[config.mk]
export PLATFORM = sky130hd
export DESIGN_NAME = tap_scan_port
export DESIGN_NICKNAME = d
export VERILOG_FILES = /design/src/rtl/tap_pkg.sv /design/src/rtl/tap_fsm.sv /design/src/rtl/tap_ir.sv /design/src/rtl/tap_dr.sv /design/src/rtl/tap_scan_port.sv
export SDC_FILE = /design/constraint.sdc
export NUM_CORES = 1
export LEC_CHECK = 0
export ABC_AREA = 1
export BUFFER_PORTS_ARGS = -buffer_cell sky130_fd_sc_hd__clkbuf_2
export CAP_MARGIN = 20
export CELL_PAD_IN_SITES_DETAIL_PLACEMENT = 1
export CELL_PAD_IN_SITES_GLOBAL_PLACEMENT = 2
export CORE_UTILIZATION = 31
export CTS_CLUSTER_DIAMETER = 40
export DETAILED_ROUTE_END_ITERATION = 12
export GPL_ROUTABILITY_DRIVEN = 0
export PLACE_DENSITY_LB_ADDON = 0.1
export SLEW_MARGIN = 20
export SYNTH_ARGS = -nofsm -noshare
export SYNTH_HDL_FRONTEND = slang
export SYNTH_HIERARCHICAL = 1
export SYNTH_SLANG_ARGS = --single-unit
[constraint.sdc]
create_clock -name tck -period 2.2 [get_ports tck]
set_input_delay 0.11 -clock tck [delete_from_list [all_inputs] [get_ports tck]]
set_output_delay 0.11 -clock tck [all_outputs]
set_load 0.005 [all_outputs]
[src/rtl/tap_pkg.sv]
// Shared types for the boundary-scan test port.
// Assumes a 3-bit instruction; the code points are fixed because a tester depends on them.
package tap_pkg;

    typedef enum logic [3:0] {
        ST_RESET   = 4'd0,
        ST_IDLE    = 4'd1,
        ST_SEL_DR  = 4'd2,
        ST_CAP_DR  = 4'd3,
        ST_SH_DR   = 4'd4,
        ST_EX1_DR  = 4'd5,
        ST_PAU_DR  = 4'd6,
        ST_EX2_DR  = 4'd7,
        ST_UPD_DR  = 4'd8,
        ST_SEL_IR  = 4'd9,
        ST_CAP_IR  = 4'd10,
        ST_SH_IR   = 4'd11,
        ST_EX1_IR  = 4'd12,
        ST_PAU_IR  = 4'd13,
        ST_EX2_IR  = 4'd14,
        ST_UPD_IR  = 4'd15
    } tap_state_t;

    typedef enum logic [1:0] {
        PATH_RING   = 2'd0,
        PATH_IDENT  = 2'd1,
        PATH_SINGLE = 2'd2
    } dr_path_t;

    localparam int unsigned IR_W = 3;

    localparam logic [IR_W-1:0] OP_RING_HIZ  = 3'b000;
    localparam logic [IR_W-1:0] OP_IDENT     = 3'b001;
    localparam logic [IR_W-1:0] OP_SAMPLE_Z  = 3'b010;
    localparam logic [IR_W-1:0] OP_SAMPLE    = 3'b100;
    localparam logic [IR_W-1:0] OP_PASS      = 3'b111;
    localparam logic [IR_W-1:0] IR_CAP_VALUE = 3'b001;

    // Maps an instruction to its data path; unassigned codes use the one-bit stage.
    function automatic dr_path_t path_of(input logic [IR_W-1:0] op);
        case (op)
            OP_RING_HIZ, OP_SAMPLE_Z, OP_SAMPLE: path_of = PATH_RING;
            OP_IDENT:                            path_of = PATH_IDENT;
            default:                             path_of = PATH_SINGLE;
        endcase
    endfunction

endpackage

[src/rtl/tap_fsm.sv]
// Sixteen-state test controller, advanced on rising tck.
// Assumes rst_n is synchronous to tck; reset places the controller in test-logic-reset.
module tap_fsm
    import tap_pkg::*;
(
    input  logic       tck,
    input  logic       rst_n,
    input  logic       tms,
    output tap_state_t state
);

    tap_state_t nxt;

    // Next-state selection from the current state and tms.
    always_comb begin
        unique case (state)
            ST_RESET:  nxt = tms ? ST_RESET  : ST_IDLE;
            ST_IDLE:   nxt = tms ? ST_SEL_DR : ST_IDLE;
            ST_SEL_DR: nxt = tms ? ST_SEL_IR : ST_CAP_DR;
            ST_CAP_DR: nxt = tms ? ST_EX1_DR : ST_SH_DR;
            ST_SH_DR:  nxt = tms ? ST_EX1_DR : ST_SH_DR;
            ST_EX1_DR: nxt = tms ? ST_UPD_DR : ST_PAU_DR;
            ST_PAU_DR: nxt = tms ? ST_EX2_DR : ST_PAU_DR;
            ST_EX2_DR: nxt = tms ? ST_UPD_DR : ST_SH_DR;
            ST_UPD_DR: nxt = tms ? ST_SEL_DR : ST_IDLE;
            ST_SEL_IR: nxt = tms ? ST_RESET  : ST_CAP_IR;
            ST_CAP_IR: nxt = tms ? ST_EX1_IR : ST_SH_IR;
            ST_SH_IR:  nxt = tms ? ST_EX1_IR : ST_SH_IR;
            ST_EX1_IR: nxt = tms ? ST_UPD_IR : ST_PAU_IR;
            ST_PAU_IR: nxt = tms ? ST_EX2_IR : ST_PAU_IR;
            ST_EX2_IR: nxt = tms ? ST_UPD_IR : ST_SH_IR;
            default:   nxt = tms ? ST_SEL_DR : ST_IDLE;
        endcase
    end

    // State register with synchronous power-on reset.
    always_ff @(posedge tck) begin
        if (!rst_n) state <= ST_RESET;
        else        state <= nxt;
    end

endmodule

[src/rtl/tap_ir.sv]
// Instruction shift stage and active instruction.
// Assumes the controller state comes from tap_fsm; the active code changes only on leaving Update-IR or in reset.
module tap_ir
    import tap_pkg::*;
(
    input  logic            tck,
    input  logic            rst_n,
    input  tap_state_t      state,
    input  logic            tdi,
    output logic [IR_W-1:0] ir_shift,
    output logic [IR_W-1:0] ir_active
);

    // Shift stage: fixed pattern on capture, serial load toward bit 0.
    always_ff @(posedge tck) begin
        if (!rst_n)                  ir_shift <= IR_CAP_VALUE;
        else if (state == ST_CAP_IR) ir_shift <= IR_CAP_VALUE;
        else if (state == ST_SH_IR)  ir_shift <= {tdi, ir_shift[IR_W-1:1]};
    end

    // Active instruction: identifier in reset, shifted code on update.
    always_ff @(posedge tck) begin
        if (!rst_n || state == ST_RESET) ir_active <= OP_IDENT;
        else if (state == ST_UPD_IR)     ir_active <= ir_shift;
    end

endmodule

[src/rtl/tap_dr.sv]
// Data paths: one-bit pass stage, fixed identifier, and pin-ring capture register.
// Assumes only the path chosen by the active instruction captures or shifts; nothing drives the pins.
module tap_dr
    import tap_pkg::*;
#(
    parameter int unsigned RING_LEN = 69,
    parameter logic [31:0] ID_VALUE = 32'h0B72_9C05
) (
    input  logic                tck,
    input  logic                rst_n,
    input  tap_state_t          state,
    input  dr_path_t            path,
    input  logic                tdi,
    input  logic [RING_LEN-1:0] ring_in,
    output logic                dr_lsb
);

    logic                pass_q;
    logic [31:0]         id_q;
    logic [RING_LEN-1:0] ring_q;
    logic                cap;
    logic                sh;

    assign cap = (state == ST_CAP_DR);
    assign sh  = (state == ST_SH_DR);

    // One-bit stage: cleared on capture, takes tdi on shift.
    always_ff @(posedge tck) begin
        if (!rst_n)                                pass_q <= 1'b0;
        else if (path == PATH_SINGLE && cap)       pass_q <= 1'b0;
        else if (path == PATH_SINGLE && sh)        pass_q <= tdi;
    end

    // Identifier: loads the fixed value on capture, shifts toward bit 0.
    always_ff @(posedge tck) begin
        if (!rst_n)                                id_q <= ID_VALUE;
        else if (path == PATH_IDENT && cap)        id_q <= ID_VALUE;
        else if (path == PATH_IDENT && sh)         id_q <= {tdi, id_q[31:1]};
    end

    // Pin ring: snapshot on capture, top bit fed from tdi on shift.
    always_ff @(posedge tck) begin
        if (!rst_n)                                ring_q <= '0;
        else if (path == PATH_RING && cap)         ring_q <= ring_in;
        else if (path == PATH_RING && sh)          ring_q <= {tdi, ring_q[RING_LEN-1:1]};
    end

    // Serial output of the selected path.
    always_comb begin
        unique case (path)
            PATH_RING:  dr_lsb = ring_q[0];
            PATH_IDENT: dr_lsb = id_q[0];
            default:    dr_lsb = pass_q;
        endcase
    end

endmodule

[src/rtl/tap_scan_port.sv]
// Top of the boundary-scan test port: controller, instruction, data paths and falling-edge output.
// Assumes rst_n is a power-on reset synchronous to tck; scan data never drives the device pins.
module tap_scan_port
    import tap_pkg::*;
#(
    parameter int unsigned RING_LEN = 69,
    parameter logic [31:0] ID_VALUE = 32'h0B72_9C05
) (
    input  logic                tck,
    input  logic                rst_n,
    input  logic                tms,
    input  logic                tdi,
    input  logic [RING_LEN-1:0] ring_in,
    output logic                tdo,
    output logic                tdo_oe,
    output logic                core_hiz
);

    tap_state_t      state;
    logic [IR_W-1:0] ir_shift;
    logic [IR_W-1:0] ir_active;
    dr_path_t        path;
    logic            dr_lsb;

    tap_fsm u_fsm (
        .tck   (tck),
        .rst_n (rst_n),
        .tms   (tms),
        .state (state)
    );

    tap_ir u_ir (
        .tck       (tck),
        .rst_n     (rst_n),
        .state     (state),
        .tdi       (tdi),
        .ir_shift  (ir_shift),
        .ir_active (ir_active)
    );

    assign path = path_of(ir_active);

    tap_dr #(
        .RING_LEN (RING_LEN),
        .ID_VALUE (ID_VALUE)
    ) u_dr (
        .tck     (tck),
        .rst_n   (rst_n),
        .state   (state),
        .path    (path),
        .tdi     (tdi),
        .ring_in (ring_in),
        .dr_lsb  (dr_lsb)
    );

    // Output disable toward the core for the two capture-with-disable codes.
    assign core_hiz = (ir_active == OP_RING_HIZ) || (ir_active == OP_SAMPLE_Z);

    // Serial output and its enable, updated on the falling edge.
    always_ff @(negedge tck) begin
        if (!rst_n) begin
            tdo    <= 1'b0;
            tdo_oe <= 1'b0;
        end else if (state == ST_SH_IR) begin
            tdo    <= ir_shift[0];
            tdo_oe <= 1'b1;
        end else if (state == ST_SH_DR) begin
            tdo    <= dr_lsb;
            tdo_oe <= 1'b1;
        end else begin
            tdo    <= 1'b0;
            tdo_oe <= 1'b0;
        end
    end

endmodule

==> summary.txt, run 1 <==
Status
  – Status: complete, but fails checks
  – Failing checks: negative setup slack

Die
  – # IOs: 76
  – Starting density of the core: 0.318
  – Site Rows: 49
  – Total die area: 19000 µm²
  – Core area: 18000 µm²
  – Die Wd: 138 µm
  – Die H: 138 µm

Timing
  – Final Max Slew Viols: 0
  – Relative slew slack: 0.681
  – Final setup margin: -0.119 ns
  – Clock Skew: 0.0215 ns
  – RSZ-0062 raised after global routing: yes
  – Final hold vios: 0
  – # setup viols final: 1
  – Least-Margin Pin Slew: 0.479 ns

Cells and area
  – Final core occ: 0.390
  – Final instance area: 7030 µm²
  – Final nets: 1044
  – Finished Layout Cells: 1212
  – ANT cells: 0
  – # fillers: 2360
  – Area Overhead vs Synth: 22.8%
  – Area occupied by multi-input gates: 2820 µm²
  – Seq. cell area: 2290 µm²
  – Fraction of layout cells with a size suffix above 1: 0.160

Logic synthesis
  – Mapped Cells: 910
  – Unique masters post-synth: 23
  – Syn Area/Cell: 6.29 µm²
  – Synth Register Bits: 114
  – Cell taking the most area after synthesis: dfxtp_1
  – Synth Cell Area: 5730 µm²
  – Yosys warning total: 6
  – Syn nets: 983
  – Post-synth top area share: 0.399
  – Sequential area share after synthesis: 0.399
  – Synth area leaders: dfxtp_1 (40%), nor2_1 (15%), nand3_1 (11%)

Critical path
  – CP bufs+invs: 1
  – CP top delay family: simple AND/OR/NAND/NOR gates
  – Worst path required time: 1.47 ns
  – Type of origin of the critical path: flip-flop
  – Crit path kind: reg2reg
  – Reg2Reg Setup Slack: -0.12 ns
  – CP Capture Type: flip-flop
  – Critical Path AT: 1.59 ns
  – CP max stage delay: 0.33 ns
  – Crit path cell chain: nor3b_4, inv_2, nor2_4, nand2_2, o211ai_1, nand3_2, a21oi_2
  – Critical-path top delay cell: dfxtp_2
  – Critical path peak fanout: 3

Routing
  – Drt wl/cell: 12.8 µm
  – 1st-iter DRT viols: 241
  – Antenna-violating nets left: 0
  – First drt pass iteration count: 4
  – Residual DRC: 0
  – DR vias: 5711
  – Drt total wl: 15.5 mm
  – Via-per-instance ratio: 4.71

Global routing
  – First-pass GRT wire length: 26.0 mm
  – Vias in the first global route: 5720
  – Total track usage: 0.172
  – Initial antenna violation count: 0
  – Congestion Overflow GR: 0
  – Largest net degree at the start of global routing: 52

Power and ir drop
  – Total Power: 0.00574 W
  – Power per Cell Area: 816 nW/µm²
  – Worst vdd ir: 0.000494 V
  – Lkg Pwr: 2.96 nW

CTS
  – CTS tree: yes
  – Reg clk slew, reported paths: 0.06 ns
  – H-Tree Level Count: 4
  – Clk_lat worst skew: 0.43 ns
  – CTS sink cnt: 114
  – Clock Tree Buf Depth: 2
  – CTS buffer count: 17
  – Root Driver: clkbuf_16

Min path
  – Worst min-delay path class: in2reg

Place
  – Port bufs: 75
  – Post-placement setup slack: -0.141 ns
  – Placed Cells: 1179
  – Area after DPL: 6400 µm²
  – HPWL after DPL: 10.0 mm

Job
  – Max-cap violations: 0
[layout by cell type (no fill, tap or decap), types with 2 or more instances in the layout]
cell | synthesis | layout
nor2_1 | 233 | 232
nand2_1 | 153 | 151
nand3_1 | 128 | 128
dfxtp_1 | 114 | 111
a21oi_1 | 98 | 98
inv_1 | 92 | 92
clkbuf_2 | 0 | 75
clkbuf_16 | 0 | 18
buf_4 | 5 | 16
o21ai_0 | 8 | 8
buf_12 | 0 | 8
inv_2 | 4 | 6
nand2_2 | 4 | 6
nor2_2 | 5 | 4
nor2_4 | 2 | 4
clkinvlp_4 | 0 | 4
bufinv_16 | 0 | 3
dfxtp_2 | 0 | 3
clkinv_4 | 0 | 2
nand3_4 | 0 | 2
nor3_1 | 2 | 2
[timing repair]
action                     CTS  global route
setup endpoints to repair    1             1
setup buffers                1             0
hold buffers                 0             0
gates resized for setup      0             1
pin swaps                    2             2
[worst reg2reg max path, cell delays in order, from the launching register on]
cell and delay [ns]:
dfxtp_2 0.33, nor3b_4 0.28, inv_2 0.08, nor2_4 0.12, nand2_2 0.06, o211ai_1 0.11
nand3_2 0.09, a21oi_2 0.11
[per-stage QoR]
| stage | setup TNS (ns) | hold WS [ns] |
|---|---|---|
| floorplan | -0.298 | 0.233 |
| global placement | -0.136 | 0.438 |
| detailed placement | -0.141 | 0.447 |
| CTS | -0.134 | 0.0119 |
| global route | -0.232 | 0.0457 |
| finish | -0.119 | 0.0297 |
[logic make-up after synthesis]
logic type | after synthesis | synth area share
and+or+nand+nor | 532 | 0.389
AOI/OAI and AO/OA | 109 | 0.0964
buffers and inverters | 155 | 0.116
DFF | 114 | 0.399
[path summary, 6_finish.rpt]
check,start,to,depth (start not counted)
worst min register to register,u_dr/id_q[11],u_dr/id_q[11],2
worst max register to register,u_ir/ir_active[1],tdo,7
worst min-delay path,tms,u_fsm/state[1],3
worst max-delay path,u_ir/ir_active[1],tdo,7
[registers in the layout, summed over array words and instances, names as in the netlist]
name and cells:
u_dr/id_q 32, u_ir/ir_shift 3, u_fsm/state 4, u_dr/pass_q 1
u_ir/ir_active 3, u_dr/ring_q 69, tdo 1, tdo_oe 1
[Yosys cell counts]
library cell and instances:
nor2_1 233, nand2_1 153, nand3_1 128, dfxtp_1 114, a21oi_1 98, inv_1 92, buf_2 34, clkbuf_1 16
o21ai_0 8, buf_4 5, nor2_2 5, inv_2 4, nand2_2 4, buf_6 3, nand3_2 3, nor2_4 2
nor3_1 2, a21oi_2 1, and2_1 1, clkinv_1 1, nor3b_2 1, o211ai_1 1, o21ai_1 1
[final cells by class]
cell class,count,area share
multi-input combinational,641,0.401
tap,229,0.0407
clock buffer,20,0.0665
clock inverter,13,0.0226
inverter,96,0.0512
timing repair buffer,99,0.0932
sequential,114,0.325
[power by group]
| part | switching (W) | internal, W | total, W | leakage, nW |
|---|---|---|---|---|
| Clock | 0.00102 | 0.00188 | 0.00290 | 0.301 |
| Sequential | 0.0000444 | 0.00213 | 0.00217 | 0.920 |
| Combinational | 0.000444 | 0.000225 | 0.000669 | 1.74 |
| Total | 0.00151 | 0.00423 | 0.00574 | 2.96 |
[metal layers]
layer | global-route usage | up-vias | part of all wire
li1 | - | 2963 | -
met5 | 0 | - | 0
met4 | 0.0543 | 0 | 0.0094
met3 | 0.0450 | 14 | 0.035
met2 | 0.293 | 64 | 0.47
met1 | 0.208 | 2670 | 0.48
(Power assumes the default switching activity.)
==> run 2, diff against run 1 <==
--- a/config.mk
+++ b/config.mk
@@ -11,6 +11,7 @@
 export CELL_PAD_IN_SITES_DETAIL_PLACEMENT = 1
 export CELL_PAD_IN_SITES_GLOBAL_PLACEMENT = 2
 export CORE_UTILIZATION = 31
+export CTS_BUF_LIST = sky130_fd_sc_hd__clkbuf_4 sky130_fd_sc_hd__clkbuf_8 sky130_fd_sc_hd__clkbuf_16
 export CTS_CLUSTER_DIAMETER = 40
 export DETAILED_ROUTE_END_ITERATION = 12
 export GPL_ROUTABILITY_DRIVEN = 0
==> run 2 against run 1 <==
The run still ends with negative setup slack left. Sequential share of layout area about the same. Die area is the same. Clock-buffer cell count did not move. Global-route usage is essentially flat. Final cell count is the same. Non-clock buffer count is the same. Critical path depth did not move. Clock power barely moved. Power rose by 0.21%. Sequential cell count unchanged. Design area hardly changed.
==> summary.txt, run 2 (synthesis results as in run 1) <==
Die
  – # IOs: 76 (unchanged)
  – Core area: 18000 µm² (unchanged)
  – Starting density of the core: 0.318 (unchanged)
  – Die H: 138 µm (unchanged)
  – Site Rows: 49 (unchanged)
  – Total die area: 19000 µm² (unchanged)
  – Die Wd: 138 µm (unchanged)

Critical path
  – Critical path peak fanout: 3 (unchanged)
  – Crit path kind: reg2reg
  – Crit path cell chain: nor3b_4, inv_2, nor2_4, nand2_2, o211ai_1, nand3_2, a21oi_2
  – Type of origin of the critical path: flip-flop
  – CP Capture Type: flip-flop
  – CP max stage delay: 0.33 ns (about the same)
  – Critical Path AT: 1.59 ns (about the same)
  – CP bufs+invs: 1 (unchanged)
  – CP top delay family: simple AND/OR/NAND/NOR gates
  – Critical-path top delay cell: dfxtp_2
  – Worst path required time: 1.47 ns (about the same)

Routing
  – Residual DRC: 0 (unchanged)
  – Drt total wl: 15.5 mm (-0.14%)
  – 1st-iter DRT viols: 237 (-1.7%)
  – DR vias: 5702 (-0.16%)
  – Via-per-instance ratio: 4.70 (-0.16%)
  – Drt wl/cell: 12.8 µm (-0.14%)
  – First drt pass iteration count: 4 (unchanged)
  – Antenna-violating nets left: 0 (unchanged)

Cells and area
  – Largest register FFs: 69 (unchanged)
  – Finished Layout Cells: 1212 (unchanged)
  – Final nets: 1044 (unchanged)
  – Leading cell types in the layout, fill and taps excluded: nor2_1 (232), nand2_1 (151), nand3_1 (128)
  – Most flops, register: u_dr/ring_q
  – Final core occ: 0.390 (about the same)
  – Most common cell after layout, fill and taps aside: nor2_1
  – ANT cells: 0 (unchanged)
  – Fraction of layout cells with a size suffix above 1: 0.161 (+0.00102)
  – Top Registers: u_dr/ring_q x69, u_dr/id_q x32, u_fsm/state x4
  – Area Overhead vs Synth: 22.9% (about the same)

Timing
  – Least-Margin Pin Slew: 0.491 ns (+0.0122 ns)
  – Min Hold Slack: 0.0297 ns (+0.0000165 ns)
  – Final setup margin: -0.119 ns (-0.0000710 ns)
  – Final Max Slew Viols: 0 (unchanged)
  – Final hold vios: 0 (unchanged)
  – Clock Skew: 0.0215 ns (+0.00000500 ns)
  – RSZ-0062 raised after global routing: yes
  – # setup viols final: 1 (unchanged)
  – Relative slew slack: 0.672 (-0.00813)

Status
  – Failing checks: negative setup slack
  – Status: complete, but fails checks

CTS
  – CTS tree: yes
  – CTS sink cnt: 114 (unchanged)
  – Root Driver: clkbuf_16
  – Reg clk slew, reported paths: 0.06 ns (about the same)
  – Hold_buf cts: 0 (unchanged)
  – Clk_lat worst skew: 0.43 ns (about the same)
  – H-Tree Level Count: 4 (unchanged)
  – CTS buffer count: 17 (unchanged)
  – Clock Tree Buf Depth: 2 (unchanged)

Min path
  – Worst min-delay path class: in2reg

Power and ir drop
  – Combinational Power Share: 0.116 (about the same)
  – Sw frac: 0.262 (-0.000629)
  – Sequential share of power: 0.378 (about the same)
  – Worst vdd ir: 0.000494 V (about the same)
  – Power per Cell Area: 817 nW/µm² (+0.15%)
  – Cell-internal power: 0.00424 W (+0.29%)
  – Clock power frac: 0.506 (about the same)
  – Lkg Pwr: 2.96 nW (+0.12%)
  – Psw: 0.00151 W (about the same)

Global routing
  – Total track usage: 0.171 (about the same)
  – Vias in the first global route: 5717 (-0.052%)
  – Initial antenna violation count: 0 (unchanged)
  – Congestion Overflow GR: 0 (unchanged)
  – First-pass GRT wire length: 26.0 mm (about the same)
  – Largest net degree at the start of global routing: 52 (unchanged)

Place
  – HPWL after DPL: 10.0 mm (unchanged)
  – Placed Cells: 1179 (unchanged)
  – Port bufs: 75 (unchanged)

Job
  – Max-cap violations: 0 (unchanged)
-- run 2: cell counts in the layout (fill, tap and decap cells not counted) --
Identical to the previous run, type by type.
-- run 2: metal layers --
metal / routed length (µm) / vias up / global-route usage
li1: - / 2963 / -
met4: 145 / 0 / 0.0543
met5: 0 / - / 0
met2: 7300 / 64 / 0.293
met3: 530 / 14 / 0.0450
met1: 7510 / 2661 / 0.208
-- run 2: cell type report --
cell class              count  area, µm²
clock buffers              20        472
multi-input cells         641       2820
clock inverters            13        159
well taps                 229        287
flip-flops and latches    114       2290
fillers                  2360      11000
inverters                  96        360
repair buffers             99        656
-- run 2: stage by stage --
stage	setup WS [ns]	power (W)	TNS [ns]	instance area [µm²]
after global placement	-0.136	0.00288	-0.136	6400
after detailed placement	-0.141	0.00290	-0.141	6400
final	-0.119	0.00575	-0.119	7040
after floorplan	-0.298	0.00266	-0.298	5760
after CTS	-0.134	0.00585	-0.134	7030
after global routing	-0.232	0.00602	-0.232	7040
-- run 2: power groups by stage --
stage / sequential, W / clock (W) / combinational [W]
6_report: 0.00217 / 0.00291 / 0.000669
5_1_grt: 0.00218 / 0.00308 / 0.000762
4_1_cts: 0.00217 / 0.00300 / 0.000679
3_5_place_dp: 0.00222 / 0.00000854 / 0.000677
3_3_place_gp: 0.00221 / 0.00000854 / 0.000660
2_1_floorplan: 0.00223 / 0.00000854 / 0.000423
-- run 2: what timing repair did --
action	4_1_cts	5_1_grt
pin swaps	2	2
endpoints found under the hold margin	0	0
buffers inserted	1	0
setup endpoints to repair	1	1
gates resized for setup	0	1
-- run 2: tightest hold or removal path: stages --
cell and delay (ns):
clkbuf_2 0.14, nand3_1 0.10, nand2_1 0.05
-- run 2: final timing paths --
check | start | endpoint | slack (ns) | cells past startpoint
setup / recovery | u_ir/ir_active[1] | tdo | -0.12 | 7
hold / removal | tms | u_fsm/state[1] | 0.03 | 3
setup reg to reg | u_ir/ir_active[1] | tdo | -0.12 | 7
hold reg to reg | u_dr/id_q[22] | u_dr/id_q[22] | 0.46 | 2
==> run 3, diff against run 2 <==
--- a/config.mk
+++ b/config.mk
@@ -15,7 +15,7 @@
 export CTS_CLUSTER_DIAMETER = 40
 export DETAILED_ROUTE_END_ITERATION = 12
 export GPL_ROUTABILITY_DRIVEN = 0
-export PLACE_DENSITY_LB_ADDON = 0.1
+export PLACE_DENSITY = 0.85
 export SLEW_MARGIN = 20
 export SYNTH_ARGS = -nofsm -noshare
 export SYNTH_HDL_FRONTEND = slang
==> run 3 against run 2 <==
The flow still finishes with violations (negative setup slack). Register-to-register slack lost 0.02 ns. Non-clock buffer count up 3. Clock power rose by 7%. Setup slack worse by 0.023 ns. Sequential power about the same. Utilization is 0.19 points higher. Die area stayed put. Clock skew up 0.016 ns. Final cell count grew 0.33%. Largest cell class unchanged. Highest routed layer unchanged.
==> summary.txt, run 3 (synthesis results as in run 1) <==
Status
  – Status: complete, but fails checks
  – Failing checks: negative setup slack

CTS
  – Reg clk slew, reported paths: 0.05 ns (about the same)
  – H-Tree Level Count: 4 (unchanged)
  – Clock Tree Buf Depth: 2 (unchanged)
  – CTS sink cnt: 114 (unchanged)
  – Resized Gates After CTS: 0 (unchanged)
  – CTS buffer count: 17 (unchanged)
  – Hold_buf cts: 0 (unchanged)
  – CTS tree: yes
  – Clk_lat worst skew: 0.44 ns (about the same)
  – Root Driver: clkbuf_16

Place
  – HPWL after DPL: 9.42 mm (-5.9%)
  – Port bufs: 75 (unchanged)
  – Placed Cells: 1182 (+0.25%)
  – Post-placement setup slack: -0.156 ns (-0.0149 ns)

Cells and area
  – Finished Layout Cells: 1216 (+0.33%)
  – Area occupied by multi-input gates: 2820 µm² (about the same)
  – Fraction of layout cells with a size suffix above 1: 0.163 (+0.00239)
  – Largest register FFs: 69 (unchanged)
  – Most flops, register: u_dr/ring_q
  – Top Registers: u_dr/ring_q x69, u_dr/id_q x32, u_fsm/state x4
  – Final nets: 1047 (+0.29%)
  – Leading cell types in the layout, fill and taps excluded: nor2_1 (232), nand2_1 (152), nand3_1 (128)
  – Area Overhead vs Synth: 23.5%
  – ANT cells: 0 (unchanged)
  – # fillers: 2359 (-0.042%)
  – Seq. cell area: 2290 µm² (unchanged)
  – Most common cell after layout, fill and taps aside: nor2_1

Global routing
  – Initial antenna violation count: 0 (unchanged)
  – Largest net degree at the start of global routing: 82 (+58%)
  – Congestion Overflow GR: 0 (unchanged)
  – Total track usage: 0.166 (-0.00576)
  – Vias in the first global route: 5325 (-6.9%)
  – First-pass GRT wire length: 25.0 mm (-3.5%)

Timing
  – Final setup margin: -0.142 ns (-0.0228 ns)
  – Final Max Slew Viols: 0 (unchanged)
  – # setup viols final: 1 (unchanged)
  – Final hold vios: 0 (unchanged)
  – RSZ-0062 raised after global routing: yes
  – Relative slew slack: 0.705 (+0.0328)
  – Min Hold Slack: 0.0431 ns (+0.0134 ns)
  – Least-Margin Pin Slew: 0.442 ns (-0.0492 ns)
  – Clock Skew: 0.0372 ns (+0.0158 ns)

Critical path
  – WP depth: 7 (unchanged)
  – Worst path required time: 1.48 ns (about the same)
  – Critical-path top delay cell: dfxtp_2
  – CP Capture Type: flip-flop
  – Crit path kind: reg2reg
  – Crit path cell chain: nor3b_4, nor2_4, nor2_2, nand2_1, o211ai_1, nand3_2, a21oi_2
  – Critical Path AT: 1.62 ns (+0.03 ns)
  – Type of origin of the critical path: flip-flop
  – CP top delay family: simple AND/OR/NAND/NOR gates
  – Worst Reg-to-Reg Cells: 7 (unchanged)
  – CP bufs+invs: 0 (-1)
  – CP max stage delay: 0.34 ns (about the same)
  – Critical path peak fanout: 3 (unchanged)

Die
  – Die Wd: 138 µm (unchanged)
  – Site Rows: 49 (unchanged)
  – Core area: 18000 µm² (unchanged)
  – Total die area: 19000 µm² (unchanged)
  – Die H: 138 µm (unchanged)
  – # IOs: 76 (unchanged)
  – Starting density of the core: 0.318 (unchanged)

Power and ir drop
  – Power per Cell Area: 842 nW/µm² (+3.1%)
  – Lkg Pwr: 3.00 nW (+1.3%)
  – Worst vdd ir: 0.000534 V (+8.0%)

Routing
  – First drt pass iteration count: 4 (unchanged)
  – Residual DRC: 0 (unchanged)
  – Drt total wl: 14.8 mm (-4.2%)
  – Antenna-violating nets left: 0 (unchanged)
  – Via-per-instance ratio: 4.65 (-1.3%)
  – Drt wl/cell: 12.2 µm (-4.5%)
  – DR vias: 5649 (-0.93%)
  – 1st-iter DRT viols: 284 (+20%)

Job
  – Max-cap violations: 0 (unchanged)

Min path
  – Worst min-delay path class: in2reg
  – WHS Path Cells: 3 (unchanged)
## run 3: cell types whose count changed in the layout (fill, tap and decap cells not counted)
cell / previous run / this run
nand2_2: 6 / 5
nand2_1: 151 / 152
buf_4: 16 / 21
clkinv_2: 1 / 4
clkinvlp_4: 4 / 1
clkbuf_8: 1 / 0
buf_12: 8 / 6
bufinv_16: 3 / 5
## run 3: power by group
| part | switching (W) | total [W] | internal (W) |
|---|---|---|---|
| clock | 0.00101 | 0.00310 | 0.00209 |
| combinational | 0.000452 | 0.000692 | 0.000240 |
| sequential | 0.0000406 | 0.00217 | 0.00213 |
## run 3: metrics by stage
stage / area [µm²] / utilization / setup TNS [ns] / power, W
after floorplan: 5760 / - / -0.298 / 0.00266
after global placement: 6400 / 0.355 / -0.128 / 0.00291
after detailed placement: 6400 / 0.355 / -0.156 / 0.00292
after CTS: 7070 / 0.392 / -0.137 / 0.00603
after global routing: 7070 / 0.392 / -0.248 / 0.00623
final: 7070 / 0.392 / -0.142 / 0.00596
## run 3: area by class of cell
class	instances	share of cell area
Sequential cell	114	0.323
Clock inverter	15	0.0299
Multi-Input combinational cell	641	0.398
Inverter	96	0.0510
Timing Repair Buffer	102	0.0924
Clock buffer	19	0.0648
Tap cell	229	0.0405
## run 3: layer usage
metal | part of all wire | GRT usage | wire [µm] | vias to the layer above
met5 | 0 | 0 | 0 | -
met4 | 0.0098 | 0.0525 | 146 | 0
met3 | 0.026 | 0.0373 | 383 | 11
met2 | 0.46 | 0.271 | 6800 | 69
met1 | 0.51 | 0.215 | 7510 | 2595
li1 | - | - | - | 2974
## run 3: worst register-to-register path, delay by kind of cell (launching register included)
kind / cells / cell delay [ns]
compound gates: 2 / 0.23
simple gates: 5 / 0.64
flops: 1 / 0.34
## run 3: timing repair
item                       CTS  global route
setup buffers                1             0
hold endpoints to repair     0             0
setup endpoints to repair    1             1
pin swaps                    2             0
## run 3: worst paths after layout
path | startpoint | to | slack, ns
worst min register to register | u_dr/id_q[5] | u_dr/id_q[5] | 0.46
worst max register to register | u_ir/ir_active[2] | tdo | -0.14
worst max-delay path | u_ir/ir_active[2] | tdo | -0.14
worst min-delay path | tms | u_fsm/state[1] | 0.04
